**src/rtl/fl_pkg.sv**
```systemverilog
package fl_pkg;

    typedef enum logic [1:0] {
        BR_IDLE = 2'd0,
        BR_DEAD = 2'd1,
        BR_POS  = 2'd2,
        BR_NEG  = 2'd3
    } br_state_e;

    typedef struct packed {
        logic a_on;
        logic b_on;
    } buck_gates_t;

endpackage

```
**src/rtl/fl_carrier.sv**
```systemverilog
module fl_carrier #(
    parameter int CNT_W = 6
) (
    input  logic             clk,
    input  logic             rst_n,
    output logic [CNT_W-1:0] cnt_o,
    output logic             last_o
);
    localparam logic [CNT_W-1:0] CNT_LAST = '1;
    localparam logic [CNT_W-1:0] CNT_ONE  = CNT_W'(1);

    logic [CNT_W-1:0] cnt_d, cnt_q;

    always_comb begin
        cnt_d = cnt_q + CNT_ONE;
    end

    always_ff @(posedge clk or negedge rst_n) begin
        if (!rst_n) cnt_q <= '0;
        else        cnt_q <= cnt_d;
    end

    assign cnt_o  = cnt_q;
    assign last_o = (cnt_q == CNT_LAST);
endmodule

```
**src/rtl/fl_role_sel.sv**
```systemverilog
module fl_role_sel (
    input  logic                hi_rgn,
    input  logic                a_higher,
    input  logic                pwm,
    output fl_pkg::buck_gates_t gates
);
    // One switch chops; the other sits at the region's static level.
    always_comb begin
        if (hi_rgn) begin
            if (a_higher) begin
                gates.a_on = 1'b1;
                gates.b_on = pwm;
            end else begin
                gates.a_on = pwm;
                gates.b_on = 1'b1;
            end
        end else begin
            if (a_higher) begin
                gates.a_on = pwm;
                gates.b_on = 1'b0;
            end else begin
                gates.a_on = 1'b0;
                gates.b_on = pwm;
            end
        end
    end
endmodule

```
**src/rtl/fl_bridge_seq.sv**
```systemverilog
module fl_bridge_seq #(
    parameter int DT_W = 4
) (
    input  logic            clk,
    input  logic            rst_n,
    input  logic            pol_vld,
    input  logic            pol_pos,
    input  logic [DT_W-1:0] dead_len,
    output logic            pa_g,
    output logic            pb_g,
    output logic            na_g,
    output logic            nb_g
);
    import fl_pkg::*;

    localparam logic [DT_W-1:0] DT_ONE = DT_W'(1);

    typedef struct packed {
        br_state_e       st;
        logic [DT_W-1:0] dt;
    } br_reg_t;

    br_reg_t br_d, br_q;

    always_comb begin
        br_d = br_q;
        case (br_q.st)
            BR_IDLE: begin
                if (pol_vld) begin
                    br_d.st = BR_DEAD;
                    br_d.dt = dead_len;
                end
            end
            BR_POS: begin
                if (!pol_pos) begin
                    br_d.st = BR_DEAD;
                    br_d.dt = dead_len;
                end
            end
            BR_NEG: begin
                if (pol_pos) begin
                    br_d.st = BR_DEAD;
                    br_d.dt = dead_len;
                end
            end
            BR_DEAD: begin
                if (br_q.dt == '0) br_d.st = pol_pos ? BR_POS : BR_NEG;
                else               br_d.dt = br_q.dt - DT_ONE;
            end
            default: br_d.st = BR_IDLE;
        endcase
    end

    always_ff @(posedge clk or negedge rst_n) begin
        if (!rst_n) br_q <= '{st: BR_IDLE, dt: '0};
        else        br_q <= br_d;
    end

    assign pa_g = (br_q.st == BR_POS);
    assign pb_g = (br_q.st == BR_POS);
    assign na_g = (br_q.st == BR_NEG);
    assign nb_g = (br_q.st == BR_NEG);
endmodule

```
**src/rtl/fl_level.sv**
```systemverilog
module fl_level (
    input  logic              a_on,
    input  logic              b_on,
    input  logic              pos_on,
    input  logic              neg_on,
    output logic signed [2:0] level
);
    logic [1:0] n_on;

    always_comb begin
        n_on = {1'b0, a_on} + {1'b0, b_on};
        if (pos_on)      level = $signed({1'b0, n_on});
        else if (neg_on) level = -$signed({1'b0, n_on});
        else             level = '0;
    end
endmodule

```
**src/rtl/fl_gate_seq.sv**
```systemverilog
module fl_gate_seq #(
    parameter int SMP_W = 12,
    parameter int CAP_W = 12,
    parameter int CNT_W = 6,
    parameter int DT_W  = 4
) (
    input  logic                    clk,
    input  logic                    rst_n,
    input  logic signed [SMP_W-1:0] grid_smp,
    input  logic        [CAP_W-1:0] cap_a_smp,
    input  logic        [CAP_W-1:0] cap_b_smp,
    input  logic        [SMP_W-1:0] half_lvl,
    input  logic        [CNT_W-1:0] duty_ref,
    input  logic        [DT_W-1:0]  dead_len,
    output logic                    buck_a_g,
    output logic                    buck_b_g,
    output logic                    br_pa_g,
    output logic                    br_pb_g,
    output logic                    br_na_g,
    output logic                    br_nb_g,
    output logic signed [2:0]       level_o
);
    import fl_pkg::*;

    typedef struct packed {
        logic [CNT_W-1:0] duty;
        logic             hi;
        logic             bal;
        logic             pol_pos;
        logic             pol_vld;
    } samp_t;

    samp_t            samp_d, samp_q;
    logic [CNT_W-1:0] carrier_cnt;
    logic             carrier_last;
    logic [SMP_W-1:0] grid_mag;
    logic             grid_zero;
    logic             pwm;
    logic             role_hi;
    logic             role_bal;
    buck_gates_t      buck;

    fl_carrier #(.CNT_W(CNT_W)) u_carrier (
        .clk    (clk),
        .rst_n  (rst_n),
        .cnt_o  (carrier_cnt),
        .last_o (carrier_last)
    );

    // Magnitude as unsigned: the most negative code maps to 2^(SMP_W-1).
    always_comb begin
        if (grid_smp[SMP_W-1]) grid_mag = ~grid_smp + SMP_W'(1);
        else                   grid_mag = grid_smp;
        grid_zero = (grid_smp == '0);
    end

    // Period-boundary sampling of every role decision.
    always_comb begin
        samp_d = samp_q;
        if (carrier_last) begin
            samp_d.duty = duty_ref;
            samp_d.hi   = (grid_mag > half_lvl);
            if (cap_a_smp > cap_b_smp)      samp_d.bal = 1'b1;
            else if (cap_b_smp > cap_a_smp) samp_d.bal = 1'b0;
            if (!grid_zero) begin
                samp_d.pol_pos = ~grid_smp[SMP_W-1];
                samp_d.pol_vld = 1'b1;
            end
        end
    end

    always_ff @(posedge clk or negedge rst_n) begin
        if (!rst_n) samp_q <= '0;
        else        samp_q <= samp_d;
    end

    assign pwm      = (carrier_cnt < samp_q.duty);
    assign role_hi  = samp_q.hi;
    assign role_bal = samp_q.bal;

    fl_role_sel u_role (
        .hi_rgn   (role_hi),
        .a_higher (role_bal),
        .pwm      (pwm),
        .gates    (buck)
    );

    fl_bridge_seq #(.DT_W(DT_W)) u_bridge (
        .clk      (clk),
        .rst_n    (rst_n),
        .pol_vld  (samp_q.pol_vld),
        .pol_pos  (samp_q.pol_pos),
        .dead_len (dead_len),
        .pa_g     (br_pa_g),
        .pb_g     (br_pb_g),
        .na_g     (br_na_g),
        .nb_g     (br_nb_g)
    );

    assign buck_a_g = buck.a_on;
    assign buck_b_g = buck.b_on;

    fl_level u_level (
        .a_on   (buck.a_on),
        .b_on   (buck.b_on),
        .pos_on (br_pa_g),
        .neg_on (br_na_g),
        .level  (level_o)
    );
endmodule

```
**config.mk**
```make
export PLATFORM = sky130hd
export DESIGN_NAME = fl_gate_seq
export DESIGN_NICKNAME = d
export VERILOG_FILES = /design/src/rtl/fl_pkg.sv /design/src/rtl/fl_carrier.sv /design/src/rtl/fl_role_sel.sv /design/src/rtl/fl_bridge_seq.sv /design/src/rtl/fl_level.sv /design/src/rtl/fl_gate_seq.sv
export SDC_FILE = /design/constraint.sdc
export NUM_CORES = 1
export LEC_CHECK = 0
export ABC_AREA = 1
export BUFFER_PORTS_ARGS = -buffer_cell sky130_fd_sc_hd__buf_2
export CAP_MARGIN = 10
export CORE_AREA = 2 2 73 75
export DETAILED_ROUTE_END_ITERATION = 12
export DIE_AREA = 0 0 75 77
export HOLD_SLACK_MARGIN = 0.15
export MAX_ROUTING_LAYER = met4
export PLACE_DENSITY = 0.7
export SYNTH_ARGS = -nofsm -noshare
export SYNTH_HDL_FRONTEND = slang
export SYNTH_SLANG_ARGS = --single-unit
export TNS_END_PERCENT = 50
```
**constraint.sdc**
```tcl
create_clock -name clk -period 5 [get_ports clk]
set_input_delay 0.25 -clock clk [delete_from_list [all_inputs] [get_ports clk]]
set_output_delay 0.25 -clock clk [all_outputs]
set_load 0.02 [all_outputs]
```
==> out/results.tsv <==
metric	value	unit
outcome	complete, no violations	
swShare	37.62	%
start_util	43.39	%
drv_slew	0	
synthArstFlopShare	100.0	%
initialDrtViolationCount	71	
hold_depth	3	
hold_path.class	primary input to flop	
post-route-util	52.39	%
cp-start-kind	flop	
die_h	77	um
cts_resized	0	
setup_violations	0	
overflow	0	
die_area	0.005775	mm^2
power.leakage	1.631	nW
cts-buffers-inserted	3	
rows	26	
drv_cap	0	
p_sw	0.0002098	W
viasPerCell	4.463	
avgSynthCellArea	6.749	um^2
ys_seq_elements	22	
cts_hold_buf	1	
coreArea	0.004977	mm^2
cts_sinks	22	
period_share	46.68	%
intPower	0.0003480	W
pin_count	69	
hpwl	3574	um
tritoncts	done	
comb_power_share	43.0	%
r2r-end	role_bal	
min-delay-start	duty_ref[0]	
peakVddDrop	103.1	uV
grt_first_pass_wirelength	7355	um
fin_area	0.002608	mm^2
syn-cell-area	0.002160	mm^2
cts_buffer_depth	2	
arrival	2080	ps
first_pass_iters	4	
cp_max_fo	3	
drc	0	
synth_most_common_cell	nand2_1	
yosysUniqueCellTypes	28	
synth_largest_area_cell	dfrtp_1	
yosys_warnings	0	
period_needed	2334	ps
postPlaceCellArea	0.002556	mm^2
area_growth	20.74	%
fin_cells	458	
whs_endpoint	samp_q[4]	
drive_above_1_share	20.62	%
multi_input_area	0.001308	mm^2
place_inst	454	
postCtsSetupRepairBufs	0	
clk_pin_slew	70	ps
synth-main-ff-cell	dfrtp_1	
track_usage	15.83	%
reg2reg_depth	7	
clk_latency	250	ps
diodes	0	
ant_nets	0	
clockPowerShare	18.7	%
grt_max_degree	23	
fmax	428.4	MHz
slowest_delay	400	ps
rsz0062_at_grt	no	
synth_commonest_cells	91 x nand2_1, 68 x inv_1, 35 x ha_1, 22 x dfrtp_1	
grt_pass1_vias	1903	
crit_required	4750	ps
final_hold_viol_count	0	
slowest_stage	dfrtp_1	
nFillCells	518	
yosysSeqAreaShare	25.49	%
relSlewSlack	67.11	%
die_w	75	um
r2r_start	u_carrier.cnt_o[0]	
end_kind	primary output	
whs	200.8	ps
avgRoutedWirePerCell	8.965	um
gp_congestion	0.8070	
power.density	213.9	mW/mm^2
seq_area	550.5	um^2
portBuffers	68	
r2r_slack	3540	ps
cts_root_buf	clkbuf_8	
worst_slew_pin_slew	493.3	ps
critPathKind	flop to primary output	
synth_edf_count	0	
dr_total_vias	2044	
synth_area_leaders	dfrtp_1 25%, ha_1 20%, nand2_1 16%	
wl	4106	um
htreeDepth	1	
nNetsFinal	485	
worstPathCellList	ha_1, a21boi_0, o21ai_0, nand3_1, nand2_1, inv_1, ha_1, o21ai_0, buf_2	
synth_cells	320	
final.setup_skew	3.686	ps
synth_top_area_share	25.49	%
antenna_found_initial	0	
setup_tns	0	ps
pwr-share-seq	38.3	%
synth_nets	415	
==> metal layers <==
metal  share of wire (%)  up-vias  track usage, %
met3                 3.8        2           1.183
met5                   0        -               -
met4                0.63        0           3.214
met1                  49      876           20.50
met2                  47       40           26.75
li1                    -     1126               -
==> through the flow <==
step,setup slack (ps),power [W]
6_report,2666,0.0005579
5_1_grt,2452,0.0006167
3_3_place_gp,2943,0.0004532
2_1_floorplan,2769,0.0003908
3_5_place_dp,2903,0.0004591
4_1_cts,2625,0.0005678
==> layout make-up <==
| class | instances | area share [%] |
|---|---|---|
| Clock buffer | 3 | 1.583 |
| Inverter | 72 | 10.36 |
| Sequential cell | 22 | 21.11 |
| Tap cell | 70 | 3.359 |
| Multi-Input combinational cell | 222 | 50.14 |
| Timing Repair Buffer | 69 | 13.44 |
==> worst max-delay path: cells and delay by family, from the launching register on <==
kind / cells / cell delay (ps)
simple gates: 2 / 220
flops: 1 / 400
fa+ha+maj: 2 / 450
compound gates: 3 / 490
buf+inv: 2 / 260
==> cells in the final DEF (no fill, tap or decap), types with 3 or more instances in the layout <==
cell type / instances
inv_1: 68
clkbuf_8: 3
nand4_1: 4
nand2_1: 91
ha_1: 35
dfrtp_1: 22
nor3_1: 3
nand3_1: 19
o21ai_0: 16
nor2_1: 19
xor2_1: 9
inv_2: 3
buf_2: 68
a21oi_1: 11
o21ai_1: 4
==> cell families after synthesis <==
kind of cell	after synthesis	synth area share, %
DFF	22	25.49
buffers and inverters	76	13.96
and+or+nand+nor	143	27.98
AOI/OAI and AO/OA	34	8.228
adders and majority gates	35	20.28
xor gates and xnor gates	10	4.056
==> power by group through the flow <==
| stage | Sequential (W) | Clock, W | Combinational, W |
|---|---|---|---|
| 2_1_floorplan | 0.000214 | 0 | 0.000177 |
| 3_3_place_gp | 0.000216 | 0 | 0.000237 |
| 3_5_place_dp | 0.000217 | 0 | 0.000242 |
| 4_1_cts | 0.000214 | 0.000110 | 0.000244 |
| 5_1_grt | 0.000217 | 0.000116 | 0.000283 |
| 6_report | 0.000214 | 0.000104 | 0.000240 |
==> worst max-delay path by stage <==
stage | from | end | slack [ps] | cells past startpoint
after floorplan | u_carrier.cnt_o[1] | level_o[1] | 2770 | 8
after global placement | grid_smp[0] | role_hi | 2940 | 18
after detailed placement | grid_smp[0] | role_hi | 2900 | 18
after CTS | u_carrier.cnt_o[1] | level_o[1] | 2630 | 9
after global routing | u_carrier.cnt_o[1] | level_o[0] | 2450 | 10
final | u_carrier.cnt_o[1] | level_o[1] | 2670 | 9
==> registers in the layout, indices dropped and copies added (netlist names) <==
name	count
role_hi	1
samp_q	8
role_bal	1
u_carrier.cnt_o	6
u_bridge.br_q	6
Power figures use the tool's default switching activity.
